===== src/rtl/lce_pkg.sv =====
package lce_pkg;

  localparam int unsigned LCE_DW        = 64;
  localparam int unsigned LCE_BEAT_SH   = 3;
  localparam int unsigned LCE_FLAG_BIT  = 63;

  typedef enum logic [2:0] {
    RA_LENSTAT = 3'd0,
    RA_SRC     = 3'd1,
    RA_DST     = 3'd2,
    RA_NTFY    = 3'd3,
    RA_CTRL    = 3'd4,
    RA_RESET   = 3'd5
  } lce_reg_e;

  typedef enum logic [1:0] {
    SQ_IDLE,
    SQ_READ,
    SQ_WRITE,
    SQ_NOTIFY
  } lce_state_e;

  typedef enum logic [7:0] {
    FC_NONE  = 8'd0,
    FC_READ  = 8'd1,
    FC_WRITE = 8'd2
  } lce_fault_e;

  // clear the low sh bits of an address
  function automatic logic [63:0] lce_align(input logic [63:0] a, input int unsigned sh);
    return a & ~((64'd1 << sh) - 64'd1);
  endfunction

  // byte address of one beat: aligned base + line offset + beat offset
  function automatic logic [63:0] lce_beat_addr(input logic [63:0] base,
                                                input logic [63:0] line,
                                                input logic [63:0] beat,
                                                input int unsigned line_sh);
    return lce_align(base, line_sh) + (line << line_sh) + (beat << LCE_BEAT_SH);
  endfunction

  // completion word: zero on success, flag bit plus fault code otherwise
  function automatic logic [63:0] lce_status(input lce_fault_e f);
    logic [63:0] w;
    w = 64'd0;
    if (f != FC_NONE) begin
      w[LCE_FLAG_BIT] = 1'b1;
      w[7:0]          = f;
    end
    return w;
  endfunction

endpackage


===== src/rtl/lce_regfile.sv =====
module lce_regfile
  import lce_pkg::*;
#(
  parameter int unsigned ADDR_W = 40,
  parameter int unsigned LEN_W  = 16,
  parameter int unsigned MODE_W = 8
) (
  input  logic              clk,
  input  logic              rst_n,
  input  logic              reg_wr,
  input  logic [2:0]        reg_addr,
  input  logic [63:0]       reg_wdata,
  output logic [63:0]       reg_rdata,
  input  logic              seq_active,
  input  logic              done_evt,
  output logic              start_evt,
  output logic              sreset_evt,
  output logic              lnst_busy_rd,
  output logic [ADDR_W-1:0] src_q,
  output logic [ADDR_W-1:0] dst_q,
  output logic [ADDR_W-1:0] ntfy_q,
  output logic [LEN_W-1:0]  cnt_q
);

  logic              busy_q;
  logic [MODE_W-1:0] mode_q;
  logic              wr_ok;
  logic              lint_unused_bits;

  assign lint_unused_bits = ^reg_wdata;

  // register writes only land while the sequencer is idle
  assign wr_ok        = reg_wr && !seq_active;
  assign sreset_evt   = reg_wr && (reg_addr == RA_RESET) && reg_wdata[0];
  assign start_evt    = wr_ok && (reg_addr == RA_CTRL);
  assign lnst_busy_rd = busy_q || seq_active;

  always_ff @(posedge clk or negedge rst_n) begin
    if (!rst_n) begin
      busy_q <= 1'b0;
      cnt_q  <= '0;
      src_q  <= '0;
      dst_q  <= '0;
      ntfy_q <= '0;
      mode_q <= '0;
    end else begin
      if (sreset_evt || done_evt) begin
        busy_q <= 1'b0;
        cnt_q  <= '0;
      end else if (start_evt) begin
        busy_q <= 1'b1;
      end else if (wr_ok && (reg_addr == RA_LENSTAT)) begin
        busy_q <= reg_wdata[LCE_FLAG_BIT];
        cnt_q  <= reg_wdata[LEN_W-1:0];
      end
      if (wr_ok && (reg_addr == RA_SRC))  src_q  <= reg_wdata[ADDR_W-1:0];
      if (wr_ok && (reg_addr == RA_DST))  dst_q  <= reg_wdata[ADDR_W-1:0];
      if (wr_ok && (reg_addr == RA_NTFY)) ntfy_q <= reg_wdata[ADDR_W-1:0];
      if (start_evt)                      mode_q <= reg_wdata[MODE_W-1:0];
    end
  end

  always_comb begin
    reg_rdata = '0;
    case (reg_addr)
      RA_LENSTAT: begin
        reg_rdata[LCE_FLAG_BIT] = lnst_busy_rd;
        reg_rdata[LEN_W-1:0]    = cnt_q;
      end
      RA_SRC:  reg_rdata[ADDR_W-1:0] = src_q;
      RA_DST:  reg_rdata[ADDR_W-1:0] = dst_q;
      RA_NTFY: reg_rdata[ADDR_W-1:0] = ntfy_q;
      RA_CTRL: reg_rdata[MODE_W-1:0] = mode_q;
      default: reg_rdata = '0;
    endcase
  end

endmodule


===== src/rtl/lce_seq.sv =====
module lce_seq
  import lce_pkg::*;
#(
  parameter int unsigned ADDR_W     = 40,
  parameter int unsigned LEN_W      = 16,
  parameter int unsigned LINE_BYTES = 128
) (
  input  logic              clk,
  input  logic              rst_n,
  input  logic              start_evt,
  input  logic              sreset_evt,
  input  logic [LEN_W-1:0]  cnt_q,
  input  logic [ADDR_W-1:0] src_q,
  input  logic [ADDR_W-1:0] dst_q,
  input  logic [ADDR_W-1:0] ntfy_q,
  output logic              mem_req,
  output logic              mem_we,
  output logic [ADDR_W-1:0] mem_addr,
  output logic [63:0]       mem_wdata,
  input  logic              mem_ack,
  input  logic [63:0]       mem_rdata,
  input  logic              mem_err,
  output logic              seq_active,
  output logic              done_evt,
  output logic              err_evt
);

  localparam int unsigned BEATS   = LINE_BYTES / (LCE_DW / 8);
  localparam int unsigned BEAT_W  = $clog2(BEATS);
  localparam int unsigned LINE_SH = $clog2(LINE_BYTES);
  localparam logic [BEAT_W-1:0] LAST_BEAT = BEAT_W'(BEATS - 1);

  lce_state_e        st_q;
  logic [BEAT_W-1:0] beat_q;
  logic [LEN_W-1:0]  line_q;
  lce_fault_e        fault_q;
  logic              last_line;
  logic              rd_fill;
  logic [BEATS-1:0][63:0] lbuf;

  assign last_line  = (line_q == cnt_q - LEN_W'(1));
  assign rd_fill    = (st_q == SQ_READ) && mem_ack && !mem_err;
  assign seq_active = (st_q != SQ_IDLE);
  assign done_evt   = (st_q == SQ_NOTIFY) && mem_ack;
  assign err_evt    = mem_ack && mem_err && ((st_q == SQ_READ) || (st_q == SQ_WRITE));

  // one line of storage, one register per beat
  for (genvar g = 0; g < BEATS; g++) begin : g_lbuf
    logic [63:0] ent_q;
    always_ff @(posedge clk) begin
      if (rd_fill && (beat_q == BEAT_W'(g))) ent_q <= mem_rdata;
    end
    assign lbuf[g] = ent_q;
  end

  always_ff @(posedge clk or negedge rst_n) begin
    if (!rst_n) begin
      st_q    <= SQ_IDLE;
      beat_q  <= '0;
      line_q  <= '0;
      fault_q <= FC_NONE;
    end else if (sreset_evt) begin
      st_q    <= SQ_IDLE;
      beat_q  <= '0;
      line_q  <= '0;
      fault_q <= FC_NONE;
    end else begin
      case (st_q)
        SQ_IDLE: begin
          if (start_evt) begin
            beat_q  <= '0;
            line_q  <= '0;
            fault_q <= FC_NONE;
            st_q    <= (cnt_q == '0) ? SQ_NOTIFY : SQ_READ;
          end
        end
        SQ_READ: begin
          if (mem_ack) begin
            if (mem_err) begin
              fault_q <= FC_READ;
              st_q    <= SQ_NOTIFY;
            end else if (beat_q == LAST_BEAT) begin
              beat_q <= '0;
              st_q   <= SQ_WRITE;
            end else begin
              beat_q <= beat_q + BEAT_W'(1);
            end
          end
        end
        SQ_WRITE: begin
          if (mem_ack) begin
            if (mem_err) begin
              fault_q <= FC_WRITE;
              st_q    <= SQ_NOTIFY;
            end else if (beat_q == LAST_BEAT) begin
              beat_q <= '0;
              if (last_line) begin
                st_q <= SQ_NOTIFY;
              end else begin
                line_q <= line_q + LEN_W'(1);
                st_q   <= SQ_READ;
              end
            end else begin
              beat_q <= beat_q + BEAT_W'(1);
            end
          end
        end
        SQ_NOTIFY: begin
          if (mem_ack) st_q <= SQ_IDLE;
        end
        default: st_q <= SQ_IDLE;
      endcase
    end
  end

  always_comb begin
    mem_req   = seq_active;
    mem_we    = (st_q == SQ_WRITE) || (st_q == SQ_NOTIFY);
    mem_addr  = '0;
    mem_wdata = '0;
    case (st_q)
      SQ_READ:   mem_addr = ADDR_W'(lce_beat_addr(64'(src_q), 64'(line_q), 64'(beat_q), LINE_SH));
      SQ_WRITE: begin
        mem_addr  = ADDR_W'(lce_beat_addr(64'(dst_q), 64'(line_q), 64'(beat_q), LINE_SH));
        mem_wdata = lbuf[beat_q];
      end
      SQ_NOTIFY: begin
        mem_addr  = ADDR_W'(lce_align(64'(ntfy_q), LCE_BEAT_SH));
        mem_wdata = lce_status(fault_q);
      end
      default: begin
        mem_addr  = '0;
        mem_wdata = '0;
      end
    endcase
  end

endmodule


===== src/rtl/line_copy_engine.sv =====
module line_copy_engine #(
  parameter int unsigned ADDR_W     = 40,
  parameter int unsigned LEN_W      = 16,
  parameter int unsigned LINE_BYTES = 128
) (
  input  logic              clk,
  input  logic              rst_n,
  input  logic              reg_wr,
  input  logic [2:0]        reg_addr,
  input  logic [63:0]       reg_wdata,
  output logic [63:0]       reg_rdata,
  output logic              mem_req,
  output logic              mem_we,
  output logic [ADDR_W-1:0] mem_addr,
  output logic [63:0]       mem_wdata,
  input  logic              mem_ack,
  input  logic [63:0]       mem_rdata,
  input  logic              mem_err
);

  // internal events, named for the checker
  logic              start_evt;
  logic              sreset_evt;
  logic              done_evt;
  logic              err_evt;
  logic              seq_active;
  logic              lnst_busy_rd;
  logic [ADDR_W-1:0] src_q;
  logic [ADDR_W-1:0] dst_q;
  logic [ADDR_W-1:0] ntfy_q;
  logic [LEN_W-1:0]  cnt_q;

  lce_regfile #(
    .ADDR_W (ADDR_W),
    .LEN_W  (LEN_W),
    .MODE_W (8)
  ) u_regs (
    .clk          (clk),
    .rst_n        (rst_n),
    .reg_wr       (reg_wr),
    .reg_addr     (reg_addr),
    .reg_wdata    (reg_wdata),
    .reg_rdata    (reg_rdata),
    .seq_active   (seq_active),
    .done_evt     (done_evt),
    .start_evt    (start_evt),
    .sreset_evt   (sreset_evt),
    .lnst_busy_rd (lnst_busy_rd),
    .src_q        (src_q),
    .dst_q        (dst_q),
    .ntfy_q       (ntfy_q),
    .cnt_q        (cnt_q)
  );

  lce_seq #(
    .ADDR_W     (ADDR_W),
    .LEN_W      (LEN_W),
    .LINE_BYTES (LINE_BYTES)
  ) u_seq (
    .clk        (clk),
    .rst_n      (rst_n),
    .start_evt  (start_evt),
    .sreset_evt (sreset_evt),
    .cnt_q      (cnt_q),
    .src_q      (src_q),
    .dst_q      (dst_q),
    .ntfy_q     (ntfy_q),
    .mem_req    (mem_req),
    .mem_we     (mem_we),
    .mem_addr   (mem_addr),
    .mem_wdata  (mem_wdata),
    .mem_ack    (mem_ack),
    .mem_rdata  (mem_rdata),
    .mem_err    (mem_err),
    .seq_active (seq_active),
    .done_evt   (done_evt),
    .err_evt    (err_evt)
  );

endmodule


===== config.mk =====
export PLATFORM = sky130hd
export DESIGN_NAME = line_copy_engine
export DESIGN_NICKNAME = d
export VERILOG_FILES = /design/src/rtl/lce_pkg.sv /design/src/rtl/lce_regfile.sv /design/src/rtl/lce_seq.sv /design/src/rtl/line_copy_engine.sv
export SDC_FILE = /design/constraint.sdc
export NUM_CORES = 1
export LEC_CHECK = 0
export BUFFER_PORTS_ARGS = -buffer_cell sky130_fd_sc_hd__buf_2
export CAP_MARGIN = 20
export CORE_MARGIN = 4
export CORE_UTILIZATION = 40
export CTS_CLUSTER_DIAMETER = 120
export DETAILED_ROUTE_END_ITERATION = 16
export SYNTH_ARGS = -nofsm -noshare
export SYNTH_HDL_FRONTEND = slang
export SYNTH_SLANG_ARGS = --single-unit

===== constraint.sdc =====
create_clock -name clk -period 11.9 [get_ports clk]
set_input_delay 1.785 -clock clk [delete_from_list [all_inputs] [get_ports clk]]
set_output_delay 1.785 -clock clk [all_outputs]
set_load 0.005 [all_outputs]

==> metrics.yaml <==
status: "completed"
setup_violations: 0
min_path_cells: 1
critical_path_required_ns: 10.12
drc: 0
startpoint_type: "flop"
final.setup_skew_ns: 0.0565
grt_pass1_wl_um: 193000
cp_max_fo: 42
arrival_ns: 4.89
final_hold_viol_count: 0
cts_made_buffers: 120
synth.distinct_cells: 85
insertion_delay_ns: 0.72
slew-limit-headroom_pct: 24.5
cp_top_family: "buffers and inverters"
cts_setup_buffers: 0
synth_area_leaders: "edfxtp_1, mux4_2, dfrtp_1, mux2_2, ha_1"
setup_ws_ns: 5.22
grt-ovfl-total: 0
synthArstFlopShare_pct: 14.2
drtAntennaViolNets: 0
root_buffer: "clkbuf_16"
grt_pass1_vias: 28938
synth_seq_cells: 1193
regToRegSetupSlack_ns: 6.99
worstSetupPathType: "flop to output port"
viasPerCell: 5.77
drive_gt1_share_pct: 32.6
syn_to_final_growth_pct: 14.1
vdd_ir_drop_max_mv: 0.169
post_drt_wl_per_cell_um: 27.3
hpwl_um: 75500
synth_top_area_share_pct: 60.4
start_util_pct: 40.4
worstHoldPathType: "flop to flop"
slowest_stage: "dfrtp_4"
cp_num_cells: 7
dieWidth_um: 365
final.min_clock_period_ns: 6.68
die_area_sq_um: 133000
dr_total_vias: 27731
tns_ns: 0
power_density_nw_per_um2: 207
ys_warn_count: 0
rows: 130
min_from: "u_regs.mode_q[1]"
antenna_found_initial: 31
finalMaxSlewViolations: 0
synth_top_area_cell: "edfxtp_1"
cts_tree: "built"
end_kind: "output port"
power_mw: 12.0
drtIter0Drc: 2750
timing.final.crit_share_pct: 56.1
syn_inst: 2773
grt_setup_unrepaired: "no"
place_ws_ns: 5.58
max_freq_ghz: 0.150
ys_seq_area_share_pct: 68.7
design_area_sq_um: 58000
syn_area_per_cell_sq_um: 18.4
r2r_end: "u_seq.g_lbuf[15].ent_q[3]"
ctsHoldBuffers: 0
cpPeakStageDelay_ns: 0.94
cts_resized: 0
numPortBuffers: 256
gp_congestion: 0.872
htree_num_levels: 3
cts_sinks: 1193
worstMarginPinSlew_ns: 1.13
final_cell_mix: "edfxtp_1, mux4_2, buf_2"
mappedNetlistArea_sq_um: 50900
final_common_cell: "edfxtp_1"
path_cells: "buf_4 -> buf_16 -> buf_4 -> mux4_2 -> mux4_2 -> and2_1 -> buf_2"
wl_um: 131000
power_leakage_nw: 19.8
holdPathEnd: "u_regs.mode_q[1]"
critical_path_buf_inv_count: 4
place_area_sq_um: 54100
fin_nets: 3223
grtUsageTotal_pct: 19.6
dr.pass1.iters: 8
clk_pin_slew_ns: 0.06
grt_max_degree: 99
rr_worst_depth: 6
die_y_um: 365
boundaryPins: 306
synth_edf_count: 1024
ys.flop_type: "edfxtp_1"
coreArea_sq_um: 126000
regToRegStartpoint: "u_seq.beat_q[1]"
cts_buffer_depth: 3
maxCapViolations: 0
==> worst max-delay path by stage <==
stage	from	endpoint	slack [ns]
finish	u_seq.beat_q[0]	mem_wdata[29]	5.22
global route	u_seq.beat_q[0]	mem_wdata[29]	4.76
CTS	u_seq.beat_q[0]	mem_wdata[29]	4.76
detailed placement	u_seq.beat_q[0]	mem_wdata[29]	5.58
global placement	u_seq.beat_q[0]	mem_wdata[29]	5.62
floorplan	mem_ack	u_seq.g_lbuf[3].ent_q[0]	4.78
==> synth_stat cells (4+ instances only) <==
library cell  instances
edfxtp_1           1024
mux4_2              328
dfrtp_1             169
mux2_2              151
nand2_1             121
clkbuf_1            118
nor2_1              108
and2_1               72
a21oi_1              59
ha_1                 43
buf_1                40
a22oi_1              38
xor2_1               35
xnor2_1              34
nor3_1               29
and3_1               26
buf_4                26
o21ai_0              26
mux2i_1              21
a222oi_1             20
inv_1                20
nand3_1              18
a21o_1               16
nand2b_1             16
nor2b_1              15
o22ai_1              15
a211oi_1             13
nand4_1              11
o21a_1               11
nor4_1                9
a31oi_1               8
o211ai_1              8
o311ai_0              7
nor3b_1               6
or3_1                 6
or4_1                 6
and4_1                5
o31ai_1               5
or2_2                 5
a211o_1               4
a31o_1                4
nand3b_1              4
o21ai_1               4
o31a_1                4
o41ai_2               4
==> final cells by class <==
cell class | instances | area, sq um
fillers | 10572 | 68000
flip-flops and latches | 1193 | 35000
multi-input cells | 1395 | 15300
clock buffers | 142 | 3180
well taps | 1650 | 2060
repair buffers | 311 | 1730
clock inverters | 80 | 707
inverters | 21 | 78.8
diodes | 12 | 30.0
==> worst reg2reg max path, stage by stage, from the launching register on <==
cell     delay [ns]
dfrtp_4        1.11
buf_4          1.00
ha_1           0.41
nand2_1        0.28
nor2_4         0.52
buf_4          0.57
buf_4          0.62
==> metal layers <==
metal | vias up | part of all wire (%) | global-route usage, %
li1 | 11767 | - | -
met1 | 14690 | 41 | 25.8
met2 | 1010 | 50 | 33.3
met3 | 248 | 7.1 | 4.28
met4 | 16 | 2.3 | 4.96
met5 | - | 0.079 | 0
==> stage by stage <==
step | hold slack, ns | util [%] | std cells
after CTS | 0.507 | 46.0 | 4791
after detailed placement | 0.494 | 42.9 | 4569
after global routing | 0.508 | 46.0 | 4793
after global placement | 0.487 | 42.9 | 4568
after floorplan | 0.467 | - | 2798
final | 0.505 | 46.0 | 4804
==> logic make-up (layout without fill, tap and decap cells) <==
logic type      after synthesis  in the layout  synth area share, %
compound gates              283            283                 4.10
buf+inv                     210            554                 1.79
xor+xnor                     69             69                 1.19
mux                         500            500                 18.3
flops                      1193           1193                 68.7
simple gates                472            472                 4.79
other cells                   1             38              0.00737
fa+ha+maj                    45             45                 1.14
==> power breakdown <==
part | internal (mW) | switching [mW] | total, mW
Combinational | 1.55 | 1.59 | 3.14
Sequential | 4.83 | 0.360 | 5.19
Clock | 2.08 | 1.61 | 3.69
Total | 8.46 | 3.55 | 12.0
==> flip-flops by register name (all words and copies together), names as in the netlist <==
name,flops
u_regs.cnt_q,16
u_seq.beat_q,4
u_regs.dst_q,40
u_seq.line_q,16
u_regs.ntfy_q,40
u_regs.src_q,40
u_regs.busy_q,1
u_seq.st_q,2
u_seq.fault_q,2
u_regs.mode_q,8
u_seq.g_lbuf.ent_q,1024
Power figures use the tool's default switching activity.
